===== config.mk =====
export PLATFORM = sky130hd
export DESIGN_NAME = aud_serial_fmt
export DESIGN_NICKNAME = d
export VERILOG_FILES = /design/src/rtl/aud_fmt_pkg.sv /design/src/rtl/aud_conceal.sv /design/src/rtl/aud_serial_tx.sv /design/src/rtl/aud_serial_fmt.sv
export SDC_FILE = /design/constraint.sdc
export NUM_CORES = 1
export LEC_CHECK = 0
export BUFFER_PORTS_ARGS = -buffer_cell sky130_fd_sc_hd__buf_2
export CORE_UTILIZATION = 63
export CTS_BUF_LIST = sky130_fd_sc_hd__clkbuf_8 sky130_fd_sc_hd__clkbuf_16
export DETAILED_ROUTE_END_ITERATION = 10
export PLACE_DENSITY_LB_ADDON = 0.1
export SYNTH_ARGS = -nofsm -noshare
export SYNTH_HDL_FRONTEND = slang
export SYNTH_SLANG_ARGS = --single-unit

===== constraint.sdc =====
create_clock -name clk -period 7.2 [get_ports clk]
set_input_delay 2.16 -clock clk [delete_from_list [all_inputs] [get_ports clk]]
set_output_delay 2.16 -clock clk [all_outputs]
set_load 0.1 [all_outputs]

===== src/rtl/aud_fmt_pkg.sv =====
package aud_fmt_pkg;
  localparam int SMP_W   = 20;
  localparam int SHORT_W = 16;
  localparam int SLOT_W  = 32;
  localparam int POS_W   = $clog2(SLOT_W);
  localparam int FRAME_W = POS_W + 1;

  typedef enum logic [1:0] {
    FMT_RJ16_MSB = 2'b00,
    FMT_RJ20_LSB = 2'b01,
    FMT_RJ20_MSB = 2'b10,
    FMT_LJ20_MSB = 2'b11
  } fmt_e;

  // Bit placed at position p of a slot for the given format.
  function automatic logic slot_bit(input fmt_e f, input logic [SMP_W-1:0] w,
                                    input logic [POS_W-1:0] p);
    int pi;
    int idx;
    logic [SMP_W-1:0] sh;
    logic b;
    pi  = int'(p);
    b   = 1'b0;
    idx = 0;
    case (f)
      FMT_RJ16_MSB: if (pi >= SLOT_W - SHORT_W) begin
        idx = SMP_W - 1 - (pi - (SLOT_W - SHORT_W)); b = 1'b1;
      end
      FMT_RJ20_LSB: if (pi >= SLOT_W - SMP_W) begin
        idx = pi - (SLOT_W - SMP_W); b = 1'b1;
      end
      FMT_RJ20_MSB: if (pi >= SLOT_W - SMP_W) begin
        idx = SLOT_W - 1 - pi; b = 1'b1;
      end
      default: if (pi < SMP_W) begin
        idx = SMP_W - 1 - pi; b = 1'b1;
      end
    endcase
    sh = w >> idx;
    return b & sh[0];
  endfunction
endpackage


===== src/rtl/aud_conceal.sv =====
module aud_conceal
  import aud_fmt_pkg::*;
#(
  parameter int W       = SMP_W,
  parameter int MAX_RUN = 8
) (
  input  logic         clk,
  input  logic         rst_n,
  input  logic         stb,
  input  logic         lock,
  input  logic         perr,
  input  logic [W-1:0] smp,
  output logic [W-1:0] held
);
  localparam int RW = $clog2(MAX_RUN + 2);
  localparam logic [RW-1:0] RUN_LIM = RW'(MAX_RUN);
  localparam logic [RW-1:0] RUN_SAT = RW'(MAX_RUN + 1);

  logic [RW-1:0] run_q;
  logic          err_stb;
  logic          mute_now;

  assign err_stb  = stb & lock & perr;
  assign mute_now = err_stb & (run_q >= RUN_LIM);

  always_ff @(posedge clk) begin
    if (!rst_n || !lock) begin
      held  <= '0;
      run_q <= '0;
    end else if (stb) begin
      if (!perr) begin
        held  <= smp;
        run_q <= '0;
      end else begin
        if (run_q != RUN_SAT) run_q <= run_q + 1'b1;
        if (mute_now) held <= '0;
      end
    end
  end

  p_good_load_r8: assert property (@(posedge clk) disable iff (!rst_n)
    (stb && lock && !perr) |=> (held == $past(smp)));
  p_repeat_r9: assert property (@(posedge clk) disable iff (!rst_n)
    (err_stb && !mute_now) |=> $stable(held));
  p_mute_r10: assert property (@(posedge clk) disable iff (!rst_n)
    mute_now |=> (held == '0));
  p_unlock_clear_r11: assert property (@(posedge clk) disable iff (!rst_n)
    !lock |=> (held == '0));
endmodule


===== src/rtl/aud_serial_tx.sv =====
module aud_serial_tx
  import aud_fmt_pkg::*;
(
  input  logic             clk,
  input  logic             rst_n,
  input  logic             tick,
  input  fmt_e             fmt_in,
  input  logic [SMP_W-1:0] word_l,
  input  logic [SMP_W-1:0] word_r,
  output logic             bclk,
  output logic             lrck,
  output logic             data_raw
);
  logic [FRAME_W-1:0] pos_q;
  logic [FRAME_W-1:0] pos_n;
  logic               fall;
  logic               frame_start;
  fmt_e               fmt_sh;
  fmt_e               fmt_use;
  logic [SMP_W-1:0]   l_sh, r_sh, l_use, r_use;
  logic               bit_n;

  assign fall        = tick & bclk;
  assign pos_n       = pos_q + 1'b1;
  assign frame_start = fall & (pos_n == '0);
  assign fmt_use     = frame_start ? fmt_in : fmt_sh;
  assign l_use       = frame_start ? word_l : l_sh;
  assign r_use       = frame_start ? word_r : r_sh;
  assign bit_n       = slot_bit(fmt_use, pos_n[FRAME_W-1] ? r_use : l_use,
                                pos_n[POS_W-1:0]);
  assign lrck        = ~pos_q[FRAME_W-1];

  always_ff @(posedge clk) begin
    if (!rst_n) begin
      bclk     <= 1'b0;
      pos_q    <= '1;
      data_raw <= 1'b0;
      fmt_sh   <= FMT_RJ16_MSB;
      l_sh     <= '0;
      r_sh     <= '0;
    end else begin
      if (tick) bclk <= ~bclk;
      if (fall) begin
        pos_q    <= pos_n;
        data_raw <= bit_n;
      end
      if (frame_start) begin
        fmt_sh <= fmt_in;
        l_sh   <= word_l;
        r_sh   <= word_r;
      end
    end
  end

  p_bclk_toggle_r1: assert property (@(posedge clk) disable iff (!rst_n)
    tick |=> (bclk != $past(bclk)));
  p_lrck_on_fall_r1: assert property (@(posedge clk) disable iff (!rst_n)
    !$stable(lrck) |-> $past(fall));
  p_data_on_fall_r2: assert property (@(posedge clk) disable iff (!rst_n)
    !$stable(data_raw) |-> $past(fall));
  p_fmt_at_frame_r7: assert property (@(posedge clk) disable iff (!rst_n)
    !$stable(fmt_sh) |-> $past(frame_start));
endmodule


===== src/rtl/aud_serial_fmt.sv =====
module aud_serial_fmt
  import aud_fmt_pkg::*;
(
  input  logic             clk,
  input  logic             rst_n,
  input  logic             tick_128,
  input  logic [1:0]       fmt_sel,
  input  logic             locked,
  input  logic             smp_stb,
  input  logic [SMP_W-1:0] smp_l,
  input  logic [SMP_W-1:0] smp_r,
  input  logic             perr_l,
  input  logic             perr_r,
  output logic             bclk_o,
  output logic             lrck_o,
  output logic             sdata_o
);
  localparam int NCH = 2;

  logic [SMP_W-1:0] smp_a  [NCH];
  logic             perr_a [NCH];
  logic [SMP_W-1:0] held_a [NCH];
  logic             data_raw;

  assign smp_a[0]  = smp_l;
  assign smp_a[1]  = smp_r;
  assign perr_a[0] = perr_l;
  assign perr_a[1] = perr_r;

  for (genvar c = 0; c < NCH; c++) begin : g_ch
    aud_conceal #(.W(SMP_W), .MAX_RUN(8)) i_conceal (
      .clk  (clk),
      .rst_n(rst_n),
      .stb  (smp_stb),
      .lock (locked),
      .perr (perr_a[c]),
      .smp  (smp_a[c]),
      .held (held_a[c])
    );
  end

  aud_serial_tx i_tx (
    .clk     (clk),
    .rst_n   (rst_n),
    .tick    (tick_128),
    .fmt_in  (fmt_e'(fmt_sel)),
    .word_l  (held_a[0]),
    .word_r  (held_a[1]),
    .bclk    (bclk_o),
    .lrck    (lrck_o),
    .data_raw(data_raw)
  );

  assign sdata_o = data_raw & locked;

  p_unlock_quiet_r11: assert property (@(posedge clk) disable iff (!rst_n)
    !locked |-> !sdata_o);
endmodule


== Word level (Yosys, flattened, before mapping) ==
Index checks and enable logic that the tools add are counted.
Storage, ports and cells
  register bits: 98
  bits of input ports: 49
  output and inout bits: 3
  word-level logic and storage cells: 74
Operators by class
  add/sub/neg operators: 8
  $lt $le $gt $ge: 5
  equality and inequality tests: 8
  shift operators: 1
  mux-type cells: 21
  bitwise gates (word level): 11
  reduce and logical (&&, ||, !) cells: 10
Operators with widths (number)
  $mux 20: 7
  $mux 32: 4
  $pmux 32 s3: 1
  $shr 20x32->1: 1
  $sub 6x32->32 const A: 1
  $mux 4: 4
  $sub 5x5->6 const A: 2
  $and 1x1->1: 9
  $add 4x1->4 const B: 2
  $ge 4x4->1 const B: 2
  $ne 2x1->1 const B: 4
  $ne 4x4->1 const B: 2
  $reduce_and 2->1: 4
  $add 6x1->6 const B: 1
  $logic_not 6->1: 1
  $sub 5x4->6 const B: 1
  $sub 5x5->6 const B: 1
  $ge 5x4->1 const B: 1
  $ge 5x5->1 const B: 1
  $lt 5x5->1 const B: 1
  $mux 1: 3
  $eq 2x1->1 const B: 1
  $eq 2x2->1 const B: 1
  $logic_not 1->1: 2
  6 further kinds: 7

== Longest topological paths before layout ==
Gate-level depths: netlist of run 1.
  depth after elaboration: 8
  gate-level depth with buffers: 21
  gate-level depth less buffers: 18

== By module ==
From an unflattened synthesis of run 1, not the netlist that was laid out.
Unflattened totals
  cell total of the unflattened synthesis: 522
  area total of the unflattened synthesis: 4845.9 sq um
By module, submodules not included
  aud_serial_tx: times used 1, cells each 373, area each 3042.9 sq um, seq. area each 1001.0 sq um
  aud_conceal: times used 2, cells each 74, area each 898.4 sq um, seq. area each 480.5 sq um
  aud_serial_fmt: times used 1, cells each 1, area each 6.3 sq um, seq. area each 0.0 sq um

== Worst setup path after synthesis of run 1 ==
OpenSTA, ideal clock, no wires.
  path type: input to register
  from: input port tick_128
  to: register i_tx.data_raw
  setup time: 59 ps
  arrival time: 5372 ps
  required time: 7141 ps
  setup slack: 1768 ps
  cell stages on the path: 17
  buffers on the path: 1
  cells stage by stage: and3_1 > o21a_1 > and2_1 > clkbuf_1 > mux2i_1 > inv_1 > ha_1 > a21oi_1 > o21ai_0 > o221a_1 > a211o_1 > and2_4 > mux2_4 > a2111o_1 > a211o_1 > o2111ai_2 > o311a_1
On the way
  longest elaborated chain between the ends: 7
  elaborated cells on any way between the ends: 14
Ends and longest elaborated chain
  start: declaration: line aud_serial_fmt.sv:6  | input logic tick_128,
  $and 1x1->1 (*): line aud_serial_tx.sv:23  | assign fall = tick & bclk;
  $and 1x1->1 (*): line aud_serial_tx.sv:25  | assign frame_start = fall & (pos_n == '0);
  $mux 2 (*)
  via i_tx.fmt_use[1]: line aud_serial_tx.sv:19  | fmt_e fmt_use;
  $eq 2x2->1, or another cell as far along: line aud_fmt_pkg.sv:25  | case (f)
  $pmux 32 s3 or $reduce_or 2->1 (tied branches)
  $shr 20x32->1 or $pmux 1 s2 (tied branches): line aud_fmt_pkg.sv:39, aud_fmt_pkg.sv:25
  $and 1x1->1 (*): line aud_fmt_pkg.sv:40  | return b & sh[0];
  end signal: assignment: line aud_serial_tx.sv:45  | data_raw <= bit_n;
  end: declaration: line aud_serial_tx.sv:12  | output logic data_raw
Mark *: on every way through the listed nets, which the timed path passes. The rest lies on a longest branch.
A chain may end at the register's enable or synchronous reset.

== Final worst setup path of run 1 ==
Ends and elaborated chain as after synthesis.

==> metrics.cfg, run 1 <==
[routing]
drt-met1-wl_um = 4930
met3_wirelength_um = 375
first_pass_iters = 7
drc = 0
drt_iter0_drc = 240
vias_per_cell = 5.80
top_layer = met4
routedWlPerCell_um = 14.5
ant_nets = 0
routed_wl_um = 10500
dr_wl_met2_um = 5100
vias = 4197

[cells_and_area]
drive_gt1_share_pct = 13.3
seq_area_um2 = 1960
syn_to_final_growth_pct = 8.60
final_nets = 683
stdcell_count = 723
multi_input_area_um2 = 2680
utilization_pct = 72.3
num_antenna_cells = 0
stdcell_area_um2 = 5330
num-fill-cells = 609

[setup_path]
path_max_fanout = 30
critPathArrivalTime_ns = 5.96
worstSetupEndpointType = register
critPathMaxStageDelay_ns = 0.38
crit_type = in -> reg
critical_path.cell_chain = buf_2, and3_1, o21a_1, and2_1, mux2i_1, inv_1, ha_1, a21oi_1, o21ai_0, o221a_1, a211o_1, and2_4, mux2_4, a2111o_1, a211o_1, o2111ai_2, o311a_1
cp-start-kind = input pin
cp_data_required_time_ns = 7.51
crit_path_frequent_cell = a211o_1
cp_slowest_cell = a2111o_1

[clock_tree]
clkLatencyLatePin_ns = 0.36
htreeDepth = 3
tritoncts = yes
cts-buffers-inserted = 9
clk_path_buf_depth = 2
ctsRootBufferMaster = clkbuf_8
clkSinkCount = 98
holdBufCountCts = 0
clk_pin_slew_ns = 0.10
cts-resized-gates = 0
post_cts_buffers = 0

[run_status]
outcome = finished, final reports clean

[place]
dp.cells = 707
gp_routability_congestion = 0.951
placed_cell_area_um2 = 5130
io_buffers = 51
dp_hpwl_um = 7480

[synthesis]
netlist_area_um2 = 4900
synth_seq_cells = 98
synthXorXnorAreaFrac_pct = 2.12
synthSimpleGateAreaFrac_pct = 21.0
synth_edf_count = 0
netlist.area_leader.share_pct = 40.0
postSynthCellCount = 593
synth_top_family_by_area = compound AO/OA/AOI/OAI gates
yosysSeqAreaShare_pct = 40.0
synth_compound_area_share_pct = 21.5
muxShareOfSynthArea_pct = 6.10
yosysTopAreaCell = dfxtp_1
yosysWarnings = 0
synth.avg_cell_area_um2 = 8.27
synth.distinct_cells = 58
syn_nets = 657
async_reset_ff_share_pct = 0
synthTopCellsByArea = dfxtp_1, nand2_1, a22oi_1
yosys_most_used_dff = dfxtp_1
synth_fa_ha_area_share_pct = 3.83

[power]
power_uw = 1240
ir_drop_mv = 0.164
power-per-cell-area_nw_per_um2 = 234
p_leak_uw = 0.00201

[sta]
worst_pin_slew_ns = 0.803
slew_headroom_pct = 45.9
fmax_mhz = 177
finalHoldViolCount = 0
rsz0062_at_grt = false
setup_viol = 0
finalSetupTns_ns = 0
period_needed_ns = 5.65
drv_slew = 0
fin_crit_sh_pct = 78.4
fin_skew_ns = 0.0135

[global_routing]
grt_pass1_vias = 3958
grt_pass1_wl_um = 18300
antenna_found_initial = 0
grtUsageTotal_pct = 27.3
overflow = 0
grt_max_degree = 53

[floorplanning]
die_h_um = 90.2
row_count = 31
die_area_um2 = 8140
ios = 52
core_um2 = 7370
die_w_um = 90.2
start_util_pct = 66.5

[job]
drv_cap = 0

[hold_path]
min_path_type = reg -> reg

cell usage after synthesis (all sizes together) (2+ instances only):
| cell type | n |
|---|---|
| a211oi | 2 |
| inv | 16 |
| mux2i | 25 |
| clkbuf | 30 |
| nor2 | 50 |
| o21a | 2 |
| xnor2 | 4 |
| nand2 | 116 |
| a211o | 3 |
| nand3 | 14 |
| o211ai | 5 |
| nand2b | 3 |
| nand4b | 2 |
| nor3 | 17 |
| a21boi | 40 |
| dfxtp | 98 |
| or3 | 4 |
| mux2 | 4 |
| ha | 15 |
| xor2 | 7 |
| and2 | 9 |
| nand4 | 3 |
| o2111ai | 3 |
| nor2b | 10 |
| a22oi | 41 |
| buf | 12 |
| a21oi | 16 |
| o21ai | 21 |
| a31oi | 2 |
worst paths after layout:
kind                                       to  slack [ns]          start  cells after the start
worst max-delay path            i_tx.data_raw        1.55       tick_128                     17
worst min-delay path             i_tx.l_sh[7]        0.47   i_tx.l_sh[7]                      2
worst max register to register  i_tx.data_raw        2.18  i_tx.pos_q[0]                     17
worst min register to register   i_tx.l_sh[7]        0.47   i_tx.l_sh[7]                      2
metrics by stage:
stage               hold slack, ns  setup WS (ns)
floorplan                    0.440           1.77
global placement             0.452           1.35
detailed placement           0.459           1.22
CTS                          0.473           1.60
global route                 0.497           1.34
finish                       0.471           1.55
placed cells by master (no fill, tap or decap), drive strengths merged, types with 2 or more instances in the layout:
| cell | Yosys | layout |
|---|---|---|
| a21oi | 16 | 16 |
| dfxtp | 98 | 98 |
| nand4 | 3 | 3 |
| buf | 12 | 57 |
| a31oi | 2 | 2 |
| o211ai | 5 | 5 |
| nand4b | 2 | 2 |
| nand2 | 116 | 116 |
| nand3 | 14 | 14 |
| ha | 15 | 15 |
| a211oi | 2 | 2 |
| a22oi | 41 | 41 |
| xor2 | 7 | 7 |
| o21a | 2 | 2 |
| mux2 | 4 | 4 |
| nand2b | 3 | 3 |
| a211o | 3 | 3 |
| and2 | 9 | 9 |
| clkinv | 1 | 3 |
| nor2b | 10 | 10 |
| o2111ai | 3 | 3 |
| mux2i | 25 | 25 |
| a21boi | 40 | 40 |
| or3 | 4 | 4 |
| nor3 | 17 | 17 |
| xnor2 | 4 | 4 |
| nor2 | 50 | 50 |
| clkbuf | 30 | 11 |
| o21ai | 21 | 21 |
| inv | 16 | 19 |
registers in the layout, summed over array words and instances (netlist names):
register              flops
i_tx.l_sh                20
i_tx.fmt_sh               2
g_ch.i_conceal.run_q      8
i_tx.bclk                 1
i_tx.pos_q                6
g_ch.i_conceal.held      40
i_tx.r_sh                20
i_tx.data_raw             1
cell type report:
| cell class | instances | share of cell area, % |
|---|---|---|
| clock inverter | 5 | 0.799 |
| multi-input combinational | 436 | 50.3 |
| sequential | 98 | 36.8 |
| tap | 99 | 2.33 |
| inverter | 17 | 1.29 |
| timing repair buffer | 57 | 5.64 |
| clock buffer | 11 | 2.84 |
worst max-delay path: cells and delay by family:
family          cells  cell delay, ns
mux                 2            0.69
buf+inv             2            0.23
fa+ha+maj           1            0.36
simple gates        3            0.63
compound gates      9            1.85
cell families (layout without fill, tap and decap cells):
kind of cell,Yosys count,after routing
compound gates,148,148
xor+xnor,11,11
simple gates,233,233
flops,98,98
fa+ha+maj,15,15
buf+inv,59,90
mux,29,29
where the power goes:
group | internal, uW | switching (uW) | total (uW)
registers | 552 | 13.4 | 565
logic | 136 | 199 | 336
clock network | 150 | 194 | 344
total | 838 | 407 | 1240
routing by layer:
layer,GRT usage [%],vias up
met1,35.4,1987
met4,6.72,0
met3,5.25,12
met5,0,-
met2,46.6,93
li1,-,2105
No activity file was read; power rests on OpenSTA's default activity.
==> run 2, diff against run 1 <==
--- a/config.mk
+++ b/config.mk
@@ -6,7 +6,7 @@
 export NUM_CORES = 1
 export LEC_CHECK = 0
 export BUFFER_PORTS_ARGS = -buffer_cell sky130_fd_sc_hd__buf_2
-export CORE_UTILIZATION = 63
+export CORE_UTILIZATION = 53
 export CTS_BUF_LIST = sky130_fd_sc_hd__clkbuf_8 sky130_fd_sc_hd__clkbuf_16
 export DETAILED_ROUTE_END_ITERATION = 10
 export PLACE_DENSITY_LB_ADDON = 0.1
==> constraint.sdc (replaced) <==
create_clock -name clk -period 5.1 [get_ports clk]
set_input_delay 1.53 -clock clk [delete_from_list [all_inputs] [get_ports clk]]
set_output_delay 1.53 -clock clk [all_outputs]
set_load 0.1 [all_outputs]
==> run 2 against run 1 <==
  * Clock skew up 0.00055 ns
  * Sequential cell count unchanged
  * Worst setup slack worse by 1.0 ns
  * Sequential share of layout area down 0.23 points
  * Critical path depth unchanged
  * Worst hold slack worse by 0.0035 ns
  * Power up 40%
  * Critical endpoint unchanged
  * Non-clock buffer count up 6
  * Routed wire length up 2.4%
  * Largest power group unchanged
  * Largest cell class unchanged
  * The flow now finishes with violations (design-rule violations)
==> metrics.cfg, run 2 (synthesis gave the netlist of run 1 again) <==
[cells_and_area]
num-fill-cells = 790  ; +30%
syn_to_final_growth_pct = 9.29
utilization_pct = 60.6  ; -12 points
drive_gt1_share_pct = 13.8  ; +0.51 points
largest_reg_flops = 40  ; unchanged
num_antenna_cells = 0  ; unchanged
stdcell_count = 738  ; +2.1%
final_nets = 689  ; +0.88%
top_register = g_ch.i_conceal.held
final_cell_mix = nand2_1, dfxtp_1, buf_2, nor2_1, a22oi_1
final_common_cell = nand2_1
reg_top3 = g_ch.i_conceal.held: 40 flops, i_tx.l_sh: 20 flops, i_tx.r_sh: 20 flops

[floorplanning]
die_h_um = 98.2  ; +8.8%
start_util_pct = 55.4  ; -11 points
die_area_um2 = 9640  ; +18%
ios = 52  ; unchanged
core_um2 = 8850  ; +20%
die_w_um = 98.2  ; +8.8%
row_count = 34  ; +9.7%

[routing]
ant_nets = 0  ; unchanged
vias = 4185  ; -0.29%
dr_wl_met2_um = 4790  ; -6.1%
routedWlPerCell_um = 14.6  ; +0.32%
drt_iter0_drc = 189  ; -21%
drc = 2  ; +2
routed_wl_um = 10800  ; +2.4%
met3_wirelength_um = 434  ; +16%
vias_per_cell = 5.67  ; -2.3%
top_layer = met4
first_pass_iters = 8  ; +1
drt-met1-wl_um = 5420  ; +9.9%

[power]
p_leak_uw = 0.00202  ; +0.54%
power-per-cell-area_nw_per_um2 = 324  ; +39%
power_uw = 1740  ; +40%
ir_drop_mv = 0.180  ; +9.5%

[clock_tree]
clkLatencyLatePin_ns = 0.37  ; about the same
post_cts_buffers = 0  ; unchanged
htreeDepth = 3  ; unchanged
ctsRootBufferMaster = clkbuf_8
clk_pin_slew_ns = 0.10  ; about the same
cts-resized-gates = 0  ; unchanged
tritoncts = yes
clk_path_buf_depth = 2  ; unchanged
cts-buffers-inserted = 9  ; unchanged
clkSinkCount = 98  ; unchanged
holdBufCountCts = 0  ; unchanged

[job]
drv_cap = 0  ; unchanged

[hold_path]
min_path_type = reg -> reg

[global_routing]
grt_max_degree = 53  ; unchanged
grtUsageTotal_pct = 23.4  ; -3.9 points
grt_pass1_vias = 3802  ; -3.9%
overflow = 0  ; unchanged
antenna_found_initial = 0  ; unchanged
grt_pass1_wl_um = 18300  ; +0.11%

[place]
io_buffers = 51  ; unchanged
dp.cells = 722  ; +2.1%
gp_routability_congestion = 0.920  ; -3.3%
dp_slack_ns = 0.184  ; -1.03 ns
dp_hpwl_um = 7680  ; +2.7%

[sta]
slew_headroom_pct = 42.9  ; -3.0 points
fin_ws_ns = 0.512  ; -1.04 ns
setup_viol = 0  ; unchanged
fmax_mhz = 218
fin_skew_ns = 0.0140  ; +0.000546 ns
rsz0062_at_grt = false
fin_crit_sh_pct = 90.0
drv_slew = 0  ; unchanged
period_needed_ns = 4.59
finalHoldViolCount = 0  ; unchanged
finalSetupTns_ns = 0  ; unchanged
worst_pin_slew_ns = 0.847  ; +0.0442 ns

[setup_path]
critPathArrivalTime_ns = 4.90  ; -1.06 ns
crit_type = in -> reg
cp_data_required_time_ns = 5.41  ; -2.10 ns
worstSetupEndpointType = register
path_max_fanout = 7  ; -77%
cp-start-kind = input pin

[run_status]
outcome = complete, but fails checks
violations = design-rule violations

==> run 2: cell type report <==
type                    count  area, um^2  share of cell area, %
multi-input cells         436        2680                   49.9
flip-flops and latches     98        1960                   36.6
repair buffers             63         345                   6.44
well taps                 108         135                   2.52
clock buffers               9         124                   2.31
inverters                  17        68.8                   1.28
clock inverters             7        47.5                  0.887
==> run 2: layer usage <==
metal | GRT usage [%] | up-vias
li1 | - | 2119
met1 | 34.1 | 1959
met2 | 36.4 | 96
met3 | 2.86 | 11
met4 | 6.54 | 0
met5 | 0 | -
==> run 2: critical path, stage by stage <==
cell and delay [ns]:
buf_2 0.13, and3_1 0.17, o21a_1 0.17, and2_1 0.17, mux2i_1 0.25, inv_1 0.09
ha_1 0.22, a21oi_1 0.12, o21ai_0 0.11, o221a_1 0.24, a211o_1 0.26, and2_4 0.21
mux2_4 0.30, a2111o_1 0.38, a211o_1 0.27, o2111ai_2 0.09, o311a_1 0.18
==> run 2: path summary, 6_finish.rpt <==
check	endpoint	start	depth (start not counted)	slack, ns
setup / recovery	i_tx.data_raw	tick_128	17	0.51
hold / removal	i_tx.r_sh[0]	i_tx.r_sh[0]	2	0.47
setup reg to reg	i_tx.data_raw	i_tx.pos_q[0]	17	0.55
hold reg to reg	i_tx.r_sh[0]	i_tx.r_sh[0]	2	0.47
==> run 2: where the power goes <==
| part | leakage [uW] | internal (uW) | total, uW | switching [uW] |
|---|---|---|---|---|
| sequential | 0.000793 | 779 | 798 | 18.8 |
| combinational | 0.00114 | 202 | 486 | 285 |
| clock | 0.0000845 | 177 | 453 | 276 |
==> run 2: through the flow <==
stage	hold slack (ns)	area [um^2]
global placement	0.451	5190
global route	0.492	5360
CTS	0.473	5360
floorplan	0.440	4900
finish	0.467	5360
detailed placement	0.460	5190
==> run 3, diff against run 2 <==
--- a/config.mk
+++ b/config.mk
@@ -6,7 +6,7 @@
 export NUM_CORES = 1
 export LEC_CHECK = 0
 export BUFFER_PORTS_ARGS = -buffer_cell sky130_fd_sc_hd__buf_2
-export CORE_UTILIZATION = 53
+export CORE_UTILIZATION = 50
 export CTS_BUF_LIST = sky130_fd_sc_hd__clkbuf_8 sky130_fd_sc_hd__clkbuf_16
 export DETAILED_ROUTE_END_ITERATION = 10
 export PLACE_DENSITY_LB_ADDON = 0.1
==> run 3 against run 2 <==
  * The run now ends clean
  * Critical endpoint unchanged
  * Sequential share of layout area is 0.61 points lower
  * Sequential cell count stayed put
  * Largest cell class unchanged
  * Global-route usage is 1.1 points lower
  * Clock skew is 0.0033 ns lower
  * Highest routed layer unchanged
  * Core utilization is 2.4 points lower
  * Sequential power hardly changed
  * Via count is 1.6% lower
  * Worst setup slack worse by 0.043 ns
==> metrics.cfg, run 3 (synthesis gave the netlist of run 1 again) <==
[power]
ir_drop_mv = 0.223  ; +24%
intPower_uw = 1260  ; +9.3%
seqPwrFrac_pct = 42.9  ; -3.0 points
pwr-share-comb_pct = 26.2  ; -1.8 points
pwr-share-clk_pct = 30.8  ; +4.7 points
p_sw_uw = 589  ; +1.5%
p_leak_uw = 0.00205  ; +1.6%
p_sw_share_pct = 31.8  ; -1.6 points
power-per-cell-area_nw_per_um2 = 340  ; +4.9%

[place]
dp.cells = 744  ; +3.0%
gp_routability_congestion = 0.931  ; +1.3%
placed_cell_area_um2 = 5220  ; +0.65%
dp_hpwl_um = 7790  ; +1.4%
io_buffers = 51  ; unchanged

[clock_tree]
htreeDepth = 3  ; unchanged
clk_pin_slew_ns = 0.10  ; about the same
clk_path_buf_depth = 2  ; unchanged
holdBufCountCts = 0  ; unchanged
cts-resized-gates = 0  ; unchanged
tritoncts = yes
cts-buffers-inserted = 9  ; unchanged
ctsRootBufferMaster = clkbuf_8
post_cts_buffers = 0  ; unchanged
clkSinkCount = 98  ; unchanged
clkLatencyLatePin_ns = 0.36  ; about the same

[floorplanning]
core_um2 = 9370  ; +5.9%
die_area_um2 = 10200  ; +5.9%
ios = 52  ; unchanged
start_util_pct = 52.3  ; -3.1 points
die_h_um = 101  ; +2.9%
row_count = 35  ; +2.9%
die_w_um = 101  ; +2.9%

[sta]
fmax_mhz = 216  ; -0.93%
period_needed_ns = 4.63  ; +0.0432 ns
rsz0062_at_grt = false
drv_slew = 0  ; unchanged
worst_pin_slew_ns = 0.884  ; +0.0371 ns
holdWs_ns = 0.470  ; +0.00324 ns
slew_headroom_pct = 40.4  ; -2.5 points
setup_viol = 0  ; unchanged
finalHoldViolCount = 0  ; unchanged
finalSetupTns_ns = 0  ; unchanged
fin_crit_sh_pct = 90.8  ; +0.85 points
fin_skew_ns = 0.0108  ; -0.00326 ns

[routing]
routed_wl_um = 10800  ; +0.74%
vias = 4119  ; -1.6%
vias_per_cell = 5.42  ; -4.4%
ant_nets = 0  ; unchanged
drt_iter0_drc = 194  ; +2.6%
routedWlPerCell_um = 14.3  ; -2.2%
drc = 0  ; -2
first_pass_iters = 5  ; -3

[setup_path]
path_max_fanout = 10  ; +3
cp_top_family = compound AO/OA/AOI/OAI gates
rrSetupSlack_ns = 0.65  ; +0.10 ns
critPathMaxStageDelay_ns = 0.38  ; about the same
critical_path.cell_chain = buf_2, and3_1, o21a_1, and2_1, mux2i_1, inv_1, ha_1, a21oi_1, o21ai_0, o221a_1, a211o_1, and2_4, mux2_4, a2111o_1, a211o_1, o2111ai_2, o311a_1
cp_data_required_time_ns = 5.41  ; about the same
crit_type = in -> reg
cp-start-kind = input pin
crit_path_frequent_cell = a211o_1
critPathArrivalTime_ns = 4.94  ; +0.04 ns
cp_slowest_cell = a2111o_1
worstSetupEndpointType = register
crit_buf_inv = 2  ; unchanged

[cells_and_area]
final_common_cell = nand2_1
reg_top3 = g_ch.i_conceal.held: 40 flops, i_tx.l_sh: 20 flops, i_tx.r_sh: 20 flops
num_antenna_cells = 0  ; unchanged
top_register = g_ch.i_conceal.held
final_nets = 690  ; +0.15%
utilization_pct = 58.2  ; -2.4 points
largest_reg_flops = 40  ; unchanged
num-fill-cells = 891  ; +13%
drive_gt1_share_pct = 14.3  ; +0.45 points
stdcell_area_um2 = 5450  ; +1.7%
final_cell_mix = nand2_1, dfxtp_1, buf_2, nor2_1, a22oi_1
stdcell_count = 760  ; +3.0%
syn_to_final_growth_pct = 11.2

[global_routing]
antenna_found_initial = 0  ; unchanged
grt_pass1_wl_um = 18100  ; -1.6%
grt_pass1_vias = 3717  ; -2.2%
overflow = 0  ; unchanged
grtUsageTotal_pct = 22.3  ; -1.1 points
grt_max_degree = 53  ; unchanged

[run_status]
outcome = finished, final reports clean

[hold_path]
min_path_type = reg -> reg

[job]
drv_cap = 0  ; unchanged

-- run 3: cell count changes in the layout (fill, tap and decap cells not counted) --
cell and delta:
bufinv_16 +2, inv_1 -2, inv_8 +1, clkinv_4 -1, buf_4 +1, clkinvlp_4 -2
inv_6 +2
-- run 3: path summary, 6_finish.rpt --
path,start,to,depth (start not counted)
max,tick_128,i_tx.data_raw,17
min,i_tx.l_sh[8],i_tx.l_sh[8],2
max reg2reg,i_tx.pos_q[0],i_tx.data_raw,18
min reg2reg,i_tx.l_sh[8],i_tx.l_sh[8],2
-- run 3: area by class of cell --
type	instances	area, um^2	share of cell area, %
Clock inverter	7	105	1.93
Timing Repair Buffer	64	353	6.47
Clock buffer	9	124	2.27
Inverter	17	68.8	1.26
Multi-Input combinational cell	436	2680	49.1
Sequential cell	98	1960	36.0
Tap cell	129	161	2.96
-- run 3: per-layer routing --
layer / GRT usage [%] / up-vias / routed length (um)
met3: 3.88 / 11 / 514
met2: 36.2 / 107 / 4960
met1: 30.8 / 1879 / 5250
met4: 5.24 / 0 / 118
met5: 0 / - / 0
li1: - / 2122 / -
-- run 3: tightest hold or removal path: cells and delay by family, from the launching register on --
| kind | cells | cell delay (ns) |
|---|---|---|
| AND/OR/NAND/NOR | 1 | 0.05 |
| AO/OA/AOI/OAI | 1 | 0.06 |
| flip-flops | 1 | 0.32 |
-- run 3: power by group through the flow --
stage | registers (uW) | logic [uW] | clock network [uW]
floorplan | 811 | 397 | 0
global placement | 813 | 483 | 0
detailed placement | 813 | 484 | 0
CTS | 796 | 487 | 591
global route | 798 | 538 | 614
finish | 796 | 487 | 572
-- run 3: metrics by stage --
step / total power (uW) / worst slack, ns
after global routing: 1950 / 0.202
after detailed placement: 1300 / 0.110
final: 1850 / 0.469
after floorplan: 1210 / 0.298
after global placement: 1300 / 0.206
after CTS: 1870 / 0.482
